==> src/rtl/sir_pulse_enc.sv <==
module sir_pulse_enc #(
  parameter int PHASES     = 16,
  parameter int WIN_START  = 7,
  parameter int WIN_LEN    = 3,
  parameter int LP_PERIODS = 3
) (
  input  logic clk,
  input  logic rst_n,
  input  logic uart_en,
  input  logic sir_en,
  input  logic lowpow_en,
  input  logic loop_en,
  input  logic sir_test,
  input  logic baud_tick,
  input  logic bit_start,
  input  logic tx_bit,
  input  logic lp_tick,
  input  logic sir_rx_pin,
  input  logic uart_rx_pin,
  output logic uart_txd,
  output logic sir_out,
  output logic sir_dec_in,
  output logic uart_rx_core
);
  localparam int PW      = $clog2(PHASES);
  localparam int CW      = $clog2(LP_PERIODS + 1);
  localparam int WIN_END = WIN_START + WIN_LEN - 1;
  localparam logic [PW-1:0] LAST_PH  = PW'(PHASES - 1);
  localparam logic [PW-1:0] PRE_WIN  = PW'(WIN_START - 1);
  localparam logic [PW-1:0] WIN_LO   = PW'(WIN_START);
  localparam logic [PW-1:0] WIN_HI   = PW'(WIN_END);
  localparam logic [CW-1:0] LP_LAST  = CW'(LP_PERIODS - 1);

  logic [PW-1:0] phase;
  logic          bit_q;
  logic          mode_q;
  logic          lp_busy;
  logic [CW-1:0] lp_cnt;

  wire sir_active = uart_en & sir_en;
  wire bit_tick   = baud_tick & bit_start;
  wire enter_win  = baud_tick & ~bit_start & (phase == PRE_WIN);
  wire in_win     = (phase >= WIN_LO) && (phase <= WIN_HI);
  wire lp_launch  = enter_win & ~bit_q & mode_q;
  wire pulse_nxt  = sir_active & ~bit_q & (mode_q ? lp_busy : in_win);

  always_ff @(posedge clk or negedge rst_n) begin
    if (!rst_n) begin
      phase  <= LAST_PH;
      bit_q  <= 1'b1;
      mode_q <= 1'b0;
    end else if (bit_tick) begin
      phase  <= '0;
      bit_q  <= tx_bit;
      mode_q <= lowpow_en;
    end else if (baud_tick && phase != LAST_PH) begin
      phase  <= phase + 1'b1;
    end
  end

  always_ff @(posedge clk or negedge rst_n) begin
    if (!rst_n) begin
      lp_busy <= 1'b0;
      lp_cnt  <= '0;
    end else if (lp_launch) begin
      lp_busy <= 1'b1;
      lp_cnt  <= '0;
    end else if (bit_tick) begin
      lp_busy <= 1'b0;
    end else if (lp_busy && lp_tick) begin
      lp_cnt  <= lp_cnt + 1'b1;
      if (lp_cnt == LP_LAST) lp_busy <= 1'b0;
    end
  end

  always_ff @(posedge clk or negedge rst_n) begin
    if (!rst_n) sir_out <= 1'b0;
    else        sir_out <= pulse_nxt;
  end

  assign uart_txd     = sir_active | tx_bit;
  assign uart_rx_core = sir_active | uart_rx_pin;
  assign sir_dec_in   = ~sir_active ? 1'b1 :
                        (loop_en & sir_test) ? ~sir_out : sir_rx_pin;

  AST_DARK_WHEN_OFF: assert property (@(posedge clk) disable iff (!rst_n)
    !$past(sir_active) |-> !sir_out);
  AST_BIT_BOUNDARY: assert property (@(posedge clk) disable iff (!rst_n)
    bit_tick |=> ##1 !sir_out);
  AST_LP_WIDTH: assert property (@(posedge clk) disable iff (!rst_n)
    (lp_busy && lp_tick && !lp_launch && !bit_tick && lp_cnt == LP_LAST) |=> !lp_busy);
  AST_RISE_ZERO: assert property (@(posedge clk) disable iff (!rst_n)
    $rose(sir_out) |-> !bit_q);
  AST_MODE_HELD: assert property (@(posedge clk) disable iff (!rst_n)
    !bit_tick |=> $stable(mode_q));
endmodule

==> config.mk <==
export PLATFORM = sky130hd
export DESIGN_NAME = sir_pulse_enc
export DESIGN_NICKNAME = d
export VERILOG_FILES = /design/src/rtl/sir_pulse_enc.sv
export SDC_FILE = /design/constraint.sdc
export NUM_CORES = 1
export LEC_CHECK = 0
export BUFFER_PORTS_ARGS = -buffer_cell sky130_fd_sc_hd__buf_2
export CAP_MARGIN = 20
export CORE_MARGIN = 1.5
export CORE_UTILIZATION = 44
export CTS_CLUSTER_SIZE = 10
export DETAILED_ROUTE_END_ITERATION = 7
export PLACE_DENSITY = 0.72
export SYNTH_ARGS = -nofsm -noshare
export SYNTH_HDL_FRONTEND = slang
export SYNTH_SLANG_ARGS = --single-unit
==> constraint.sdc <==
create_clock -name clk -period 1.2 [get_ports clk]
set_input_delay 0.12 -clock clk [delete_from_list [all_inputs] [get_ports clk]]
set_output_delay 0.12 -clock clk [all_outputs]
set_load 0.05 [all_outputs]
==> results of run 1 <==
-- worst min path at each step --
stage	startpoint	end	cells past startpoint
2_1_floorplan	rst_n	lp_busy	0
3_3_place_gp	rst_n	lp_cnt[0]	1
3_5_place_dp	rst_n	mode_q	1
4_1_cts	lowpow_en	mode_q	2
5_1_grt	lowpow_en	mode_q	2
6_report	lowpow_en	mode_q	2
-- flip-flops by register name, indices dropped and copies added, names as in the netlist --
name	count
phase	4
lp_cnt	2
bit_q	1
lp_busy	1
mode_q	1
sir_out	1
-- layout make-up --
| class | count | area [um2] |
|---|---|---|
| Inverter | 5 | 21.3 |
| Clock buffer | 4 | 26.3 |
| Multi-Input combinational cell | 44 | 377 |
| Sequential cell | 10 | 258 |
| Fill cell | 111 | 437 |
| Tap cell | 15 | 18.8 |
| Timing Repair Buffer | 26 | 164 |
-- repair_timing --
item	CTS	global route
buffers inserted	1	0
resized for setup	2	12
hold buffers	1	0
pin swaps	1	4
setup endpoints to repair	7	9
hold endpoints to repair	10	0
-- cell usage after synthesis, types with 2 or more instances --
| library cell | count |
|---|---|
| a211o_1 | 2 |
| inv_1 | 5 |
| o21ai_0 | 2 |
| ha_1 | 5 |
| nand2_1 | 3 |
| nand2b_1 | 3 |
| buf_6 | 2 |
| or3_1 | 2 |
| dfstp_2 | 5 |
| a21oi_1 | 7 |
| a21o_1 | 2 |
| mux2_1 | 2 |
| dfrtp_1 | 5 |
-- layer usage --
metal / track usage (%) / up-vias / routed length [um]
met5: 0 / - / 0
met4: 12.5 / 0 / 29
met3: 1.67 / 2 / 71
met2: 31.0 / 18 / 609
met1: 21.6 / 250 / 615
li1: - / 283 / -
-- logic make-up (layout without fill, tap and decap cells) --
kind of cell,Yosys count,in the layout,synth area share [%]
simple gates,19,19,19.3
compound gates,18,18,18.7
flops,10,10,41.6
buf+inv,7,35,6.69
fa+ha+maj,5,5,10.1
mux,2,2,3.65
-- metrics by stage --
step	setup WS [ns]	total power (W)	TNS (ns)
floorplan	-0.0761	0.000527	-0.128
global placement	-0.0882	0.000620	-0.316
detailed placement	-0.103	0.000627	-0.459
CTS	-0.112	0.000892	-0.545
global route	-0.199	0.000962	-0.980
finish	-0.156	0.000909	-0.587
-- worst max-delay path, delay by kind of cell, from the launching register on --
family | cells | cell delay, ns
adders and majority gates | 1 | 0.14
and+or+nand+nor | 2 | 0.34
DFF | 1 | 0.57
buffers and inverters | 1 | 0.05
AOI/OAI and AO/OA | 1 | 0.15
-- power groups by stage --
stage	clock, W	sequential [W]	combinational (W)
6_report	0.000248	0.000418	0.000242
5_1_grt	0.000270	0.000423	0.000268
4_1_cts	0.000260	0.000410	0.000222
3_5_place_dp	0	0.000415	0.000211
3_3_place_gp	0	0.000412	0.000208
2_1_floorplan	0	0.000414	0.000113
-- placed cells by master, fill, tap and decap left out, types with 2 or more instances in the layout --
| master | instances |
|---|---|
| a21oi_1 | 6 |
| nand2_1 | 3 |
| buf_2 | 15 |
| buf_4 | 9 |
| a21o_1 | 2 |
| ha_1 | 3 |
| clkbuf_4 | 3 |
| o21ai_0 | 2 |
| nand2b_1 | 3 |
| mux2_1 | 2 |
| a211o_1 | 2 |
| dfrtp_1 | 4 |
| inv_1 | 3 |
| dfstp_2 | 5 |
| or3_1 | 2 |
==> results.txt, run 1 <==
----------------------------------------------------
[Layout]
  Post-Layout Cell Count ... 104
  Antenna cells ... 0
  Share of the core filled with cells in the final layout ... 66.4%
  Cell area after layout ... 865 um2
  Layout cells sized above 1 ... 50.6%
  Net count of the finished layout ... 108
  Area growth from synthesis to layout ... 40.2%

[Timing]
  Skew final ... 0.00961 ns
  Transition time of the tightest slew-check pin ... 0.246 ns
  Hold slack final ... 0.0571 ns
  Final critical-path required period ... 1.36 ns
  Part of the cycle the worst path needs ... 113%
  Worst setup margin ... -0.156 ns
  RSZ-0062 raised after global routing ... true
  Pins over their slew limit ... 0
  Headroom to the max-slew limit ... 83.7%
  Maximum clock frequency ... 0.737 GHz
  Number of failing hold endpoints at the final stage ... 0
  # setup viols final ... 8

[Placement]
  Placer Congestion ... 0.755
  Standard cell area after detailed placement ... 757 um2
  I/O Buffers ... 16
  Detailed placer's ending HPWL ... 959 um
  Count of placed standard cells including taps ... 98

[Route]
  Drt wl/cell ... 12.8 um
  Total wire length ... 1.33 mm
  Detail Route Antenna Nets ... 0
  Number of search-and-repair iterations in the first detailed-routing pass ... 4
  Number of vias per cell after detailed routing ... 5.32
  Via total after detailed routing ... 553
  Number of remaining DRC errors ... 0
  Initial DRC count ... 4

[Floorplan]
  Height of the die ... 40.4 um
  Core Box Area ... 1300 um2
  Starting density of the core ... 47.4%
  Row count ... 13
  X dimension of the die ... 40.4 um
  Area of the die ... 1640 um2
  I/O pin cnt ... 17

[Worst setup path]
  Worst r2r src ... phase[0]
  Worst r2r dst ... lp_busy
  Worst Path Class, Setup ... flip-flop to flip-flop
  Largest fanout of any net on the critical path ... 3
  CP max stage delay ... 0.57 ns
  Endpoint type of the worst setup path ... flip-flop
  Critical path launch point type ... flip-flop
  Cell breakdown of the critical path ... inv_4, ha_4, nor4bb_4, and3_4, a21o_1
  Capturing element of the worst setup path ... lp_busy
  Worst endpoint data arrival time ... 1.52 ns
  Flop2flop setup slack ... -0.16 ns
  Required time at the endpoint of the critical path ... 1.37 ns
  Worst Reg2Reg Path Length in Cells ... 5
  Standard cell with the maximum stage delay on the critical path ... dfstp_2
  CP startpoint ... phase[0]

[Clock network]
  Deepest level of the CTS H-tree ... 1
  Worst-Skew Late Latency ... 0.27 ns
  Total clock sinks ... 10
  Root buffer cell ... clkbuf_4
  Worst-case clock buffer depth ... 2
  Clock slew at reported path FFs ... 0.07 ns
  CTS tree ... done
  Number of buffers created by CTS ... 3

[Worst hold path]
  Worst Hold Class ... input pin to flip-flop

[Run]
  # Max-Cap Violations ... 0

[Power and ir drop]
  Net switching share of the total power ... 30.7%
  Power Dens Cells ... 1050 nW/um2
  Combinational Power Share ... 26.6%
  Sequential power share ... 46.0%
  Static power due to leakage ... 0.386 nW
  Cell-internal power ... 0.000630 W
  Power spent charging and discharging nets ... 0.000279 W
  Share of power burned in the clock network ... 27.3%
  Largest voltage drop on the vdd net ... 0.562 mV

[Status]
  Run status ... finished with violations
  Violations in the final reports ... negative setup slack

[Logic synthesis]
  Yosys warning total ... 0
  Asr flop ratio synth ... 100%
  Largest area contributor in the synthesized netlist ... dfstp_2
  Synth Net Count ... 79
  Sequential-to-total area share from yosys stat ... 41.6%
  Yosys top cell area share ... 21.3%
  Flop and latch count out of synthesis ... 10
  Post-Syn Area per Cell ... 10.1 um2
  Post-synth top flop ... dfstp_2
  Top post-synthesis cells by area ... dfstp_2 21%, dfrtp_1 20%, ha_1 10%, a21oi_1 5.7%, buf_6 3.7%
  Number of distinct standard cells referenced by the synthesized netlist ... 29
  Area of the mapped netlist ... 617 um2
  Post-synthesis instance total ... 61
  Count of flip-flops with a built-in enable after synthesis ... 0

[GRT]
  Antenna violations before repair ... 0
  Overflow after GRT ... 0
  First-pass GRT wire length ... 1.91 mm
  Number of global-route vias before repair ... 471
  Gr usage total ... 18.3%
  Largest net degree at the start of global routing ... 11

----------------------------------------------------
No activity file was read; power rests on OpenSTA's default activity.
==> run 2: changes to the inputs <==
Settings changed: CORE_AREA from default to 2 2 39 41, CORE_MARGIN 1.5 to default, CORE_UTILIZATION 44 to default, DIE_AREA from default to 0 0 41 43.
Clock period 1.2 ns to 1.69 ns, I/O delays scaled along.
==> run 2 against run 1 <==
- the run now ends clean
- register-to-register slack better by 0.40 ns
- design area down 15%
- critical path depth unchanged
- critical endpoint unchanged
- combinational power down 52%
- final cell count down 7.7%
==> results.txt, run 2 (synthesis results as in run 1) <==
----------------------------------------------------
[Status]
  Run status ... finished clean (was finished with violations)

[Layout]
  Most frequent standard cell in the layout excluding fill and tap cells ... buf_2 (unchanged)
  Area taken by flip-flops and latches ... 256 um2 (was 258 um2)
  Most frequent cells in the layout ... 16 x buf_2, 7 x a21oi_1 (was 15 x buf_2, 9 x buf_4, 6 x a21oi_1)
  Largest regs ... phase: 4 flops, lp_cnt: 2 flops (unchanged)
  Layout cells sized above 1 ... 31.3% (was 50.6%)
  Multi-input logic area ... 319 um2 (was 377 um2)
  Number of flip-flops in the largest register ... 4 (unchanged)
  Post-Layout Cell Count ... 96 (was 104)
  Register with the most flip-flops ... phase (unchanged)
  Share of the core filled with cells in the final layout ... 52.8% (was 66.4%)
  Net count of the finished layout ... 99 (was 108)
  Fill count ... 139 (was 111)
  Antenna cells ... 0 (unchanged)
  Area growth from synthesis to layout ... 18.5% (was 40.2%)

[Worst setup path]
  Endpoint type of the worst setup path ... flip-flop (unchanged)
  Worst endpoint data arrival time ... 1.60 ns (was 1.52 ns)
  Largest fanout of any net on the critical path ... 5 (was 3)
  Cell breakdown of the critical path ... inv_1, ha_1, nor4bb_1, and3_1, a21o_1 (was inv_4, ha_4, nor4bb_4, and3_4, a21o_1)
  CP startpoint ... phase[0] (unchanged)
  Category of cells accounting for the largest share of critical-path delay ... flip-flops (unchanged)
  Critical path launch point type ... flip-flop (unchanged)
  Flop2flop setup slack ... 0.24 ns (was -0.16 ns)
  Cell count along the critical path ... 5 (unchanged)
  Buffers and inverters on the worst path ... 1 (unchanged)
  Worst r2r dst ... lp_busy (unchanged)
  CP max stage delay ... 0.57 ns (about the same)
  Standard cell with the maximum stage delay on the critical path ... dfstp_2 (unchanged)
  Required time at the endpoint of the critical path ... 1.84 ns (was 1.37 ns)
  Capturing element of the worst setup path ... lp_busy (unchanged)
  Worst r2r src ... phase[0] (unchanged)
  Worst Path Class, Setup ... flip-flop to flip-flop (unchanged)
  Worst Reg2Reg Path Length in Cells ... 5 (unchanged)

[Clock network]
  Resized Gates After CTS ... 0 (was 2)
  Root buffer cell ... clkbuf_4 (unchanged)
  CTS tree ... done (unchanged)
  Clock slew at reported path FFs ... 0.06 ns (was 0.07 ns)
  Number of buffers created by CTS ... 3 (unchanged)
  Worst-Skew Late Latency ... 0.26 ns (was 0.27 ns)
  Worst-case clock buffer depth ... 2 (unchanged)
  Total clock sinks ... 10 (unchanged)
  Deepest level of the CTS H-tree ... 1 (unchanged)

[GRT]
  Largest net degree at the start of global routing ... 11 (unchanged)
  Number of global-route vias before repair ... 491 (was 471)
  First-pass GRT wire length ... 2.03 mm (was 1.91 mm)
  Antenna violations before repair ... 0 (unchanged)
  Overflow after GRT ... 0 (unchanged)
  Gr usage total ... 16.9% (was 18.3%)

[Timing]
  Skew final ... 0.00488 ns (was 0.00961 ns)
  Final critical-path required period ... 1.45 ns (was 1.36 ns)
  Fin Setup TNS ... 0 ns (was -0.587 ns)
  # setup viols final ... 0 (was 8)
  Number of failing hold endpoints at the final stage ... 0 (unchanged)
  Maximum clock frequency ... 0.690 GHz (was 0.737 GHz)
  Transition time of the tightest slew-check pin ... 0.243 ns (was 0.246 ns)
  Headroom to the max-slew limit ... 83.5% (was 83.7%)
  Part of the cycle the worst path needs ... 85.7% (was 113%)
  RSZ-0062 raised after global routing ... false (was true)
  Pins over their slew limit ... 0 (unchanged)

[Route]
  Number of vias per cell after detailed routing ... 5.43 (was 5.32)
  Routed wl met3 ... 63 um (was 71 um)
  Top layer in use ... met3 (was met4)
  Total wire length ... 1.19 mm (was 1.33 mm)
  Via total after detailed routing ... 521 (was 553)
  Detail Route Antenna Nets ... 0 (unchanged)
  Drt wl/cell ... 12.4 um (was 12.8 um)
  Initial DRC count ... 7 (was 4)
  Met1 WL ... 534 um (was 615 um)
  Met2 wire length ... 592 um (was 609 um)
  Number of remaining DRC errors ... 0 (unchanged)
  Number of search-and-repair iterations in the first detailed-routing pass ... 2 (was 4)

[Floorplan]
  Row count ... 14 (was 13)
  X dimension of the die ... 41 um (was 40.4 um)
  I/O pin cnt ... 17 (unchanged)
  Starting density of the core ... 44.6% (was 47.4%)
  Core Box Area ... 1380 um2 (was 1300 um2)
  Height of the die ... 43 um (was 40.4 um)
  Area of the die ... 1760 um2 (was 1640 um2)

[Placement]
  Detailed placer's ending HPWL ... 933 um (was 959 um)
  I/O Buffers ... 16 (unchanged)
  Placer Congestion ... 0.778 (was 0.755)
  Count of placed standard cells including taps ... 91 (was 98)

[Power and ir drop]
  Overall power of the completed layout ... 0.000575 W (was 0.000909 W)
  Power Dens Cells ... 787 nW/um2 (was 1050 nW/um2)
  Largest voltage drop on the vdd net ... 0.483 mV (was 0.562 mV)
  Static power due to leakage ... 0.336 nW (was 0.386 nW)

[Run]
  # Max-Cap Violations ... 0 (unchanged)

[Worst hold path]
  Worst Hold Class ... input pin to flip-flop (unchanged)

----------------------------------------------------
[run 2: changes by cell type in the layout (fill, tap and decap cells not counted), sizes merged]
cell | previous run | this run
buf | 25 | 16
[run 2: worst reg2reg max path, stage by stage (launching register included)]
cell	delay, ns
dfstp_2	0.57
inv_1	0.10
ha_1	0.20
nor4bb_1	0.13
and3_1	0.20
a21o_1	0.16
[run 2: final cells by class]
cell class / count / share of cell area, %
inverter: 5 / 2.57
tap: 16 / 2.74
sequential: 10 / 35.1
clock buffer: 4 / 3.60
multi-input combinational: 44 / 43.7
timing repair buffer: 17 / 12.3
[run 2: worst min-delay path by stage]
stage | from | end | slack (ns) | cells past startpoint
after floorplan | rst_n | lp_busy | -0.13 | 0
after global placement | rst_n | lp_cnt[1] | 0.04 | 1
after detailed placement | rst_n | lp_cnt[1] | 0.04 | 1
after CTS | lowpow_en | mode_q | 0.12 | 2
after global routing | lowpow_en | mode_q | 0.12 | 2
final | lowpow_en | mode_q | 0.13 | 2
[run 2: report_power, final]
part	switching, W	internal [W]
clock network	0.0000753	0.0000910
registers	0.0000216	0.000270
logic	0.0000692	0.0000475
total	0.000166	0.000409
[run 2: through the flow]
stage	hold WS, ns	setup slack [ns]	cell area [um2]
final	0.128	0.241	731
after global routing	0.122	0.162	731
after CTS	0.121	0.235	731
after detailed placement	0.0421	0.238	694
after global placement	0.0413	0.275	694
after floorplan	-0.127	0.310	617
[run 2: repair_timing]
item	4_1_cts	5_1_grt
hold buffers	1	0
hold endpoints to repair	7	0
setup buffers	0	0
[run 2: per-layer routing]
layer	GRT usage (%)	up-vias
met4	4.00	0
li1	-	259
met2	26.9	11
met1	20.9	251
met3	6.28	0
met5	0	-
==> run 3: changes to the inputs <==
Settings changed: ABC_AREA from default to 1.
==> run 3 against run 2 <==
- worst setup slack improved by 0.14 ns
- design area increased by 1.2%
- power increased by 9.4%
- count of clock-buffer cells in the layout stayed put
- sequential cell count stayed put
- critical endpoint is now sir_out
- largest cell class unchanged
==> results.txt, run 3 <==
----------------------------------------------------
[Timing]
  Transition time of the tightest slew-check pin ... 0.232 ns (was 0.243 ns)
  Headroom to the max-slew limit ... 84.4% (was 83.5%)
  Final critical-path required period ... 1.31 ns (was 1.45 ns)
  Pins over their slew limit ... 0 (unchanged)
  Maximum clock frequency ... 0.762 GHz (was 0.690 GHz)
  Part of the cycle the worst path needs ... 77.7% (was 85.7%)
  Number of failing hold endpoints at the final stage ... 0 (unchanged)
  RSZ-0062 raised after global routing ... false (unchanged)
  Worst setup margin ... 0.377 ns (was 0.241 ns)
  # setup viols final ... 0 (unchanged)
  Fin Setup TNS ... 0 ns (unchanged)
  Skew final ... 0.00129 ns (was 0.00488 ns)

[Logic synthesis]
  Most common cell in the synthesized netlist ... nand2_1 (was a21oi_1)
  Count of flip-flops with a built-in enable after synthesis ... 0 (unchanged)
  Yosys warning total ... 0 (unchanged)
  Largest area contributor in the synthesized netlist ... dfstp_2 (unchanged)
  Sequential-to-total area share from yosys stat ... 41.8% (was 41.6%)
  Top cells by instance count after synthesis ... 13 x nand2_1, 11 x inv_1, 7 x nand3_1 (was 7 x a21oi_1, 5 x dfrtp_1, 5 x dfstp_2, 5 x ha_1, 5 x inv_1)
  Yosys top cell area share ... 21.4% (was 21.3%)
  Area of the mapped netlist ... 614 um2 (was 617 um2)
  Post-synth top flop ... dfstp_2 (unchanged)
  Number of distinct standard cells referenced by the synthesized netlist ... 19 (was 29)
  Post-synthesis instance total ... 73 (was 61)
  Top post-synthesis cells by area ... dfstp_2 21%, dfrtp_1 20%, ha_1 10%, nand2_1 7.9%, inv_1 6.7% (was dfstp_2 21%, dfrtp_1 20%, ha_1 10%, a21oi_1 5.7%, buf_6 3.7%)
  Asr flop ratio synth ... 100% (unchanged)
  Synth Net Count ... 91 (was 79)
  Post-Syn Area per Cell ... 8.42 um2 (was 10.1 um2)
  Flop and latch count out of synthesis ... 10 (unchanged)

[Layout]
  Area growth from synthesis to layout ... 20.4% (was 18.5%)
  Post-Layout Cell Count ... 109 (was 96)
  Most frequent standard cell in the layout excluding fill and tap cells ... buf_2 (unchanged)
  Number of flip-flops in the largest register ... 4 (unchanged)
  Share of the core filled with cells in the final layout ... 53.4% (was 52.8%)
  Most frequent cells in the layout ... 16 x buf_2, 13 x nand2_1, 11 x inv_1 (was 16 x buf_2, 7 x a21oi_1)
  Net count of the finished layout ... 112 (was 99)
  Layout cells sized above 1 ... 34.4% (was 31.3%)
  Largest regs ... phase: 4 flops, lp_cnt: 2 flops (unchanged)
  Register with the most flip-flops ... phase (unchanged)
  Antenna cells ... 0 (unchanged)

[Worst setup path]
  Worst endpoint data arrival time ... 1.46 ns (was 1.60 ns)
  CP max stage delay ... 0.57 ns (about the same)
  Standard cell with the maximum stage delay on the critical path ... dfstp_2 (unchanged)
  Crit-path most repeated cell ... nand2_1
  Largest fanout of any net on the critical path ... 5 (unchanged)
  Required time at the endpoint of the critical path ... 1.84 ns (about the same)
  Endpoint type of the worst setup path ... flip-flop (unchanged)
  Cell breakdown of the critical path ... inv_1, ha_1, o21ai_0, nand2_1, nand2_1, a21oi_1 (was inv_1, ha_1, nor4bb_1, and3_1, a21o_1)
  Critical path launch point type ... flip-flop (unchanged)
  Worst Path Class, Setup ... flip-flop to flip-flop (unchanged)

[Power and ir drop]
  Power Dens Cells ... 850 nW/um2 (was 787 nW/um2)
  Largest voltage drop on the vdd net ... 0.501 mV (was 0.483 mV)
  Static power due to leakage ... 0.380 nW (was 0.336 nW)
  Overall power of the completed layout ... 0.000629 W (was 0.000575 W)

[Route]
  Number of vias per cell after detailed routing ... 5.32 (was 5.43)
  Initial DRC count ... 15 (was 7)
  Number of search-and-repair iterations in the first detailed-routing pass ... 4 (was 2)
  Total wire length ... 1.27 mm (was 1.19 mm)
  Detail Route Antenna Nets ... 0 (unchanged)
  Number of remaining DRC errors ... 0 (unchanged)
  Via total after detailed routing ... 580 (was 521)
  Drt wl/cell ... 11.6 um (was 12.4 um)

[Floorplan]
  I/O pin cnt ... 17 (unchanged)
  Row count ... 14 (unchanged)
  Area of the die ... 1760 um2 (unchanged)
  Starting density of the core ... 44.4% (was 44.6%)
  X dimension of the die ... 41 um (unchanged)
  Height of the die ... 43 um (unchanged)
  Core Box Area ... 1380 um2 (unchanged)

[Placement]
  Worst slack at placement ... 0.397 ns (was 0.238 ns)
  Count of placed standard cells including taps ... 104 (was 91)
  Detailed placer's ending HPWL ... 996 um (was 933 um)
  Placer Congestion ... 0.899 (was 0.778)
  I/O Buffers ... 16 (unchanged)

[Clock network]
  Total clock sinks ... 10 (unchanged)
  Resized Gates After CTS ... 0 (unchanged)
  Worst-case clock buffer depth ... 2 (unchanged)
  Clock slew at reported path FFs ... 0.07 ns (was 0.06 ns)
  Number of setup buffers added after CTS ... 0 (unchanged)
  Number of buffers created by CTS ... 3 (unchanged)
  Cts hold-fix bufs ... 1 (unchanged)
  Deepest level of the CTS H-tree ... 1 (unchanged)
  Worst-Skew Late Latency ... 0.26 ns (about the same)
  CTS tree ... done (unchanged)
  Root buffer cell ... clkbuf_4 (unchanged)

[GRT]
  Gr usage total ... 18.6% (was 16.9%)
  Largest net degree at the start of global routing ... 13 (was 11)
  First-pass GRT wire length ... 2.19 mm (was 2.03 mm)
  Overflow after GRT ... 0 (unchanged)
  Antenna violations before repair ... 0 (unchanged)
  Number of global-route vias before repair ... 532 (was 491)

[Status]
  Run status ... finished clean (unchanged)

[Run]
  # Max-Cap Violations ... 0 (unchanged)

[Worst hold path]
  Worst Hold Class ... input pin to flip-flop (unchanged)

----------------------------------------------------
-- run 3: cell types whose count changed after synthesis, moves of 3 or more --
cell	previous run	this run
nand2b_1	3	0
nand3_1	1	7
nand4_1	0	4
nand2_1	3	13
nand2_2	0	3
inv_1	5	11
-- run 3: where the power goes --
| group | internal [W] | switching, W |
|---|---|---|
| combinational | 0.0000535 | 0.0000911 |
| clock | 0.0000912 | 0.0000819 |
| sequential | 0.000280 | 0.0000308 |
-- run 3: final cells by class --
type                    count  area (um2)
flip-flops and latches     10         256
inverters                  11        41.3
clock buffers               4        26.3
multi-input cells          51         305
well taps                  16        20.0
fillers                   140         644
repair buffers             17        90.1
-- run 3: final timing paths --
check                      startpoint   endpoint  slack [ns]  cells past startpoint
min in group asynchronous       rst_n  lp_cnt[0]        0.29                      2
hold / removal                 tx_bit      bit_q        0.14                      3
setup reg to reg             phase[0]    sir_out        0.38                      6
hold reg to reg                 bit_q      bit_q        0.49                      2
max in group asynchronous       rst_n      bit_q        1.15                      2
setup / recovery             phase[0]    sir_out        0.38                      6
-- run 3: cells by family after synthesis --
group / count (synthesis) / share of synthesized area (%)
adders and majority gates: 5 / 10.2
xor gates and xnor gates: 1 / 1.43
AOI/OAI and AO/OA: 13 / 12.8
buffers and inverters: 12 / 8.55
DFF: 10 / 41.8
and+or+nand+nor: 32 / 25.3
-- run 3: metrics by stage --
step / hold slack [ns] / area (um2)
4_1_cts: 0.148 / 739
2_1_floorplan: -0.127 / 614
6_report: 0.142 / 739
5_1_grt: 0.165 / 739
3_5_place_dp: 0.0385 / 703
3_3_place_gp: 0.0381 / 703
-- run 3: worst max-delay path, delay by kind of cell, from the launching register on --
kind | cells | cell delay [ns]
compound gates | 2 | 0.19
fa+ha+maj | 1 | 0.22
buf+inv | 1 | 0.11
flops | 1 | 0.57
simple gates | 2 | 0.11
-- run 3: layer usage --
metal  share of wire, %  vias up  global-route usage, %  wire length, um
li1                   -      281                      -                -
met1                 38      264                   20.9              481
met2                 50       33                   30.9              634
met3                 11        2                   6.28              136
met4                1.2        0                   6.00               15
met5                  0        -                      0                0
